### src/rtl/pil_pkg.sv
package pil_pkg;

  // One switch pair of a phase leg: high side and low side.
  typedef struct packed {
    logic hi;
    logic lo;
  } pil_pair_t;

  localparam int SIDE_HI = 1;
  localparam int SIDE_LO = 0;

endpackage

### src/rtl/pil_overlap.sv
// Combinational shoot-through filter: a side may request turn-on only when
// its own command is up, the opposite command is down and no inhibit is set.
module pil_overlap
  import pil_pkg::*;
(
  input  pil_pair_t cmd_i,
  input  logic      inhibit_i,
  output pil_pair_t req_o
);

  logic clash;

  always_comb begin
    clash    = cmd_i.hi & cmd_i.lo;
    req_o.hi = cmd_i.hi & ~clash & ~inhibit_i;
    req_o.lo = cmd_i.lo & ~clash & ~inhibit_i;
  end

endmodule

### src/rtl/pil_ondelay.sv
// Turn-on delay: the output rises after DEAD_CYC+1 consecutive sampled
// requests and falls at the first edge that samples the request low.
module pil_ondelay #(
  parameter int DEAD_CYC = 2
) (
  input  logic clk,
  input  logic rst,
  input  logic req_i,
  output logic gate_o
);

  localparam int CW = (DEAD_CYC < 1) ? 1 : $clog2(DEAD_CYC + 1);
  localparam logic [CW-1:0] LIMIT = CW'(DEAD_CYC);

  logic [CW-1:0] cnt_q;
  logic          expired;

  assign expired = (cnt_q == LIMIT);

  always_ff @(posedge clk) begin
    if (rst) begin
      cnt_q  <= '0;
      gate_o <= 1'b0;
    end else begin
      if (!req_i) begin
        cnt_q <= '0;
      end else if (!expired) begin
        cnt_q <= cnt_q + 1'b1;
      end
      gate_o <= req_i & expired;
    end
  end

endmodule

### src/rtl/pil_leg.sv
// One phase leg: overlap filter followed by one delay stage per side.
module pil_leg
  import pil_pkg::*;
#(
  parameter int DEAD_CYC = 2
) (
  input  logic      clk,
  input  logic      rst,
  input  logic      inhibit,
  input  pil_pair_t cmd,
  output pil_pair_t gate
);

  pil_pair_t  req;
  logic [1:0] req_v;
  logic [1:0] gate_v;

  pil_overlap u_overlap (
    .cmd_i     (cmd),
    .inhibit_i (inhibit),
    .req_o     (req)
  );

  assign req_v = {req.hi, req.lo};

  for (genvar s = 0; s < 2; s++) begin : g_side
    pil_ondelay #(.DEAD_CYC(DEAD_CYC)) u_dly (
      .clk    (clk),
      .rst    (rst),
      .req_i  (req_v[s]),
      .gate_o (gate_v[s])
    );
  end

  assign gate.hi = gate_v[SIDE_HI];
  assign gate.lo = gate_v[SIDE_LO];

endmodule

### src/rtl/pil_interlock.sv
module pil_interlock
  import pil_pkg::*;
#(
  parameter int NLEG     = 3,
  parameter int DEAD_CYC = 2
) (
  input  logic            clk,
  input  logic            rst,
  input  logic            inhibit,
  input  logic [NLEG-1:0] cmd_hi,
  input  logic [NLEG-1:0] cmd_lo,
  output logic [NLEG-1:0] gate_hi,
  output logic [NLEG-1:0] gate_lo
);

  for (genvar i = 0; i < NLEG; i++) begin : g_leg
    pil_pair_t cmd_p;
    pil_pair_t gate_p;

    assign cmd_p.hi = cmd_hi[i];
    assign cmd_p.lo = cmd_lo[i];

    pil_leg #(.DEAD_CYC(DEAD_CYC)) u_leg (
      .clk     (clk),
      .rst     (rst),
      .inhibit (inhibit),
      .cmd     (cmd_p),
      .gate    (gate_p)
    );

    assign gate_hi[i] = gate_p.hi;
    assign gate_lo[i] = gate_p.lo;
  end

endmodule

### config.mk
export PLATFORM = sky130hd
export DESIGN_NAME = pil_interlock
export DESIGN_NICKNAME = d
export VERILOG_FILES = /design/src/rtl/pil_pkg.sv /design/src/rtl/pil_overlap.sv /design/src/rtl/pil_ondelay.sv /design/src/rtl/pil_leg.sv /design/src/rtl/pil_interlock.sv
export SDC_FILE = /design/constraint.sdc
export NUM_CORES = 1
export LEC_CHECK = 0
export BUFFER_PORTS_ARGS = -buffer_cell sky130_fd_sc_hd__clkbuf_2
export CAP_MARGIN = 20
export CORE_MARGIN = 5
export CORE_UTILIZATION = 55
export CTS_BUF_LIST = sky130_fd_sc_hd__clkbuf_4
export DETAILED_ROUTE_END_ITERATION = 8
export PLACE_DENSITY = 0.79
export SLEW_MARGIN = 20
export SYNTH_ARGS = -nofsm -noshare
export SYNTH_HDL_FRONTEND = slang
export SYNTH_SLANG_ARGS = --single-unit
### constraint.sdc
create_clock -name clk -period 2.5 [get_ports clk]
set_input_delay 0.375 -clock clk [delete_from_list [all_inputs] [get_ports clk]]
set_output_delay 0.375 -clock clk [all_outputs]
set_load 0.01 [all_outputs]
=== Word level (Yosys, flattened, before mapping) ===
Index checks and enable logic that the tools add are counted.

* Shift-type cells: 0
* Add/sub/neg operators: 6
* Multiplexer cells: 0
* Eq/ne operators: 6
* Bitwise logic cells: 31
* Reductions and logical operators: 6
* Div/mod/pow operators: 0
* Magnitude comparators: 0
* Multiply operators: 0

{| class="wikitable"
|+ Operators by type and width
! cell !! number
|-
| $and A1 B1 Y1 || 21
|-
| $add A2 B1 Y2 const B || 6
|-
| $eq A2 B2 Y1 const B || 6
|-
| $reduce_or A2 Y1 || 6
|-
| $not A1 Y1 || 10
|}

* Register bits: 18
* Output and inout port bits: 6
* Memories: 0
* Logic and storage cells: 61
* Memory bits (read-only): 0
* Input port bits: 9
* Bits in writable memories: 0
* Latch bits: 0

=== Longest topological paths before layout ===
* Depth after elaboration: 6
* Depth in mapped cells: 4
* Gate-level depth less buffers: 4

=== Modules after synthesis ===
From an unflattened synthesis, not the netlist that was laid out.

* Cell total of the unflattened synthesis: 78
* Area total of the unflattened synthesis: 773.2 um2

{| class="wikitable"
|+ By module, submodules not included
! module !! instances !! seq. area each (um2) !! cells an instance !! area an instance (um2)
|-
| pil_ondelay || 6 || 60.1 || 12 || 121.4
|-
| pil_overlap || 3 || 0.0 || 2 || 15.0
|}

=== Worst setup path after synthesis ===
OpenSTA, ideal clock, no wires.

* Path kind: input -> register
* Start: input cmd_hi[0]
* End: register g_leg[0].u_leg.g_side[0].u_dly.cnt_q[1]
* Library setup time: 79 ps
* Buffers on the path: 0
* Path slack: 1333 ps
* Data arrival time: 1087 ps
* Required time: 2421 ps
* Stages on the path: 2
* Cell sequence: or4b_4 -> a211oi_2

* Word-level cells in the longest chain between the ends: 6

{| class="wikitable"
|+ RTL lines
! element !! line !! RTL
|-
| start, declared || pil_interlock.sv:10 || <nowiki>input logic [NLEG-1:0] cmd_hi,</nowiki>
|-
| $and A1 B1 Y1 || pil_overlap.sv:14 || <nowiki>clash = cmd_i.hi & cmd_i.lo;</nowiki>
|-
| $not A1 Y1 || pil_overlap.sv:16 || <nowiki>req_o.lo = cmd_i.lo & ~clash & ~inhibit_i;</nowiki>
|-
| $and A1 B1 Y1 (2 in a row) || pil_overlap.sv:16 ||
|-
| $not A1 Y1 (no source line) || - ||
|-
| $reduce_or A2 Y1 (no source line) || - ||
|-
| end signal, assigned || pil_ondelay.sv:28 || <nowiki>cnt_q <= cnt_q + 1'b1;</nowiki>
|-
| end, declared || pil_ondelay.sv:15 || <nowiki>logic [CW-1:0] cnt_q;</nowiki>
|}

No other way between the ends.
A chain may end at the register's enable or synchronous reset.

=== Final worst setup path ===
* Start: register g_leg[2].u_leg.g_side[1].u_dly.gate_o
* End: output gate_hi[2]

{| class="wikitable"
|+ RTL lines
! element !! line !! RTL
|-
| start, declared || pil_ondelay.sv:9 || <nowiki>output logic gate_o</nowiki>
|-
| start signal, assigned || pil_ondelay.sv:30 || <nowiki>gate_o <= req_i & expired;</nowiki>
|-
| end, declared || pil_interlock.sv:12 || <nowiki>output logic [NLEG-1:0] gate_hi,</nowiki>
|}

No word-level cell between the ends.

==> impl_metrics.tcl <==
set metrics [dict create \
    crit_family "flip-flops" \
    worst_pin_slew_ns 0.142 \
    setup_tns_ns 0 \
    wl_per_cell_um 9.77 \
    drive_gt1_share_pct 32.2 \
    cts_root_buf "clkbuf_4" \
    slowest_delay_ns 0.32 \
    relSlewSlack_pct 90.5 \
    fin_skew_ns 0.00165 \
    dr.pass1.iters 2 \
    grt_pass1_wl_um 1880 \
    p_clk_share_pct 30.5 \
    worstPathRequired_ns 2.12 \
    cts_hold_buf 0 \
    grt_use_total_pct 9.61 \
    hpwl_um 881 \
    cts_sinks 18 \
    ys_seq_area_share_pct 44.0 \
    vias 516 \
    cts_resized 0 \
    initial_utilization_pct 56.3 \
    ys_ff_latch 18 \
    maxCapViolations 0 \
    cts_tree "done" \
    stdcell_count 106 \
    sw_frac_of_total_pct 20.7 \
    setup_ws_ns 1.40 \
    startpoint_type "flip-flop" \
    ys.warnings.count 0 \
    drt_iter0_markers 1 \
    nNetsFinal 106 \
    antenna_found_initial 0 \
    grt_overflow 0 \
    yosysTopAreaCell "dfxtp_1" \
    leakagePower_nw 0.392 \
    cpMaxStageDelayCell "dfxtp_1" \
    synth.area.top_cells "dfxtp_1 44%, or4b_4 10%, a211oi_2 9.2%, ha_1 9.2%, xor2_1 6.4%" \
    max_freq_ghz 0.910 \
    total_power_mw 0.454 \
    report.final.hold_viol_count 0 \
    numCtsBuffers 3 \
    post-route-min-period_ns 1.10 \
    crit_chain "clkbuf_2" \
    outcome "complete, no violations" \
    report.final.slew_viol_count 0 \
    synthDistinctLibCells 9 \
    routed_wl_um 1040 \
    peakVddDrop_mv 0.272 \
    worstSkewPairLatency_ns 0.28 \
    p_comb_share_pct 5.4 \
    grt_max_degree 11 \
    layout_commonest_cell "dfxtp_1" \
    p_sw_mw 0.0939 \
    p_int_mw 0.360 \
    criticalPathCategory "flip-flop to output port" \
    ios 15 \
    die_x_um 48.6 \
    cts.htree.levels 1 \
    netlist_area_sq_um 818 \
    drcViolationCount 0 \
    seq_power_share_pct 64.1 \
    rsz0062_at_grt "no" \
    grt_pass1_vias 519 \
    layout_common_cells "18 x dfxtp_1, 14 x clkbuf_2, 12 x inv_1, 12 x nor2_1" \
    path_clk_slew_ns 0.10 \
    syn_inst 78 \
    gp_congestion 0.699 \
    syn_nets 93 \
    num_rows 14 \
    clockBufferDepth 2 \
    io_buffers 14 \
    syn_to_final_growth_pct 8.72 \
    antenna_cells 0 \
    synth_top_area_share_pct 44.0 \
    core-area_sq_mm 0.00145 \
    worstPathArrival_ns 0.72 \
    finalSetupViolCount 0 \
    post-route-period-util_pct 43.9 \
    hold_class "input pin to flip-flop" \
    syn_avg_cell_area_sq_um 10.5 \
    post-cts-setup-buffers 0 \
    endpoint_kind "output port" \
    ant_nets 0 \
    power_density_mw_per_mm2 511 \
    detail_route.vias_per_cell 4.87 \
    pre_cts_slack_ns 1.15 \
    die_height_um 48.6 \
    die_area_sq_mm 0.00236 \
    cp_num_buf_inv 1 \
    placed_cells 102 \
    worstPathMaxFanout 1 \
]
[cells in the mapped netlist]
library cell / instances
buf_4: 6
dfxtp_1: 18
or4b_4: 6
inv_1: 12
nor2b_1: 6
nor2_1: 12
ha_1: 6
xor2_1: 6
a211oi_2: 6
[through the flow]
| stage | area [sq um] | hold WS, ns | utilization, % |
|---|---|---|---|
| 3_3_place_gp | 863 | 0.495 | 59.4 |
| 4_1_cts | 890 | 0.365 | 61.2 |
| 6_report | 890 | 0.372 | 61.2 |
| 5_1_grt | 890 | 0.375 | 61.2 |
| 2_1_floorplan | 818 | 0.479 | - |
| 3_5_place_dp | 863 | 0.508 | 59.4 |
[power by group through the flow]
stage / Sequential [mW] / Combinational [mW] / Clock [mW]
floorplan: 0.298 / 0.0137 / 0
CTS: 0.291 / 0.0248 / 0.146
detailed placement: 0.298 / 0.0247 / 0
global route: 0.292 / 0.0277 / 0.160
finish: 0.291 / 0.0245 / 0.138
global placement: 0.298 / 0.0242 / 0
[kinds of logic after synthesis]
| logic type | count (synthesis) | share of synthesized area (%) |
|---|---|---|
| xor+xnor | 6 | 6.42 |
| buf+inv | 18 | 11.0 |
| fa+ha+maj | 6 | 9.17 |
| simple gates | 24 | 20.2 |
| compound gates | 6 | 9.17 |
| flops | 18 | 44.0 |
[final timing paths]
check | cells past startpoint | slack (ns) | from | endpoint
setup / recovery | 1 | 1.40 | g_leg[2].u_leg.g_side[1].u_dly.gate_o | gate_hi[2]
hold / removal | 3 | 0.37 | cmd_lo[2] | g_leg[2].u_leg.g_side[1].u_dly.gate_o
setup reg to reg | 4 | 1.52 | g_leg[0].u_leg.g_side[0].u_dly.cnt_q[0] | g_leg[0].u_leg.g_side[0].u_dly.cnt_q[1]
hold reg to reg | 2 | 0.52 | g_leg[1].u_leg.g_side[0].u_dly.cnt_q[0] | g_leg[1].u_leg.g_side[0].u_dly.cnt_q[0]
[layout make-up]
class                           count  area, sq um
Clock buffer                        3         22.5
Clock inverter                      1         3.75
Timing Repair Buffer               14         70.1
Tap cell                           16         20.0
Sequential cell                    18          360
Inverter                           12         45.0
Multi-Input combinational cell     42          368
Fill cell                         123          564
[state kept, by name (all words and copies together), names as in the netlist]
signal,cells
g_leg.u_leg.g_side.u_dly.cnt_q,12
g_leg.u_leg.g_side.u_dly.gate_o,6
[per-layer routing]
layer | GRT usage, % | vias up | wire [um]
met3 | 2.15 | 2 | 55
met5 | 0 | - | 0
met1 | 10.5 | 235 | 474
met2 | 17.4 | 8 | 496
li1 | - | 271 | -
met4 | 4.04 | 0 | 10
No activity file was read; power rests on OpenSTA's default activity.
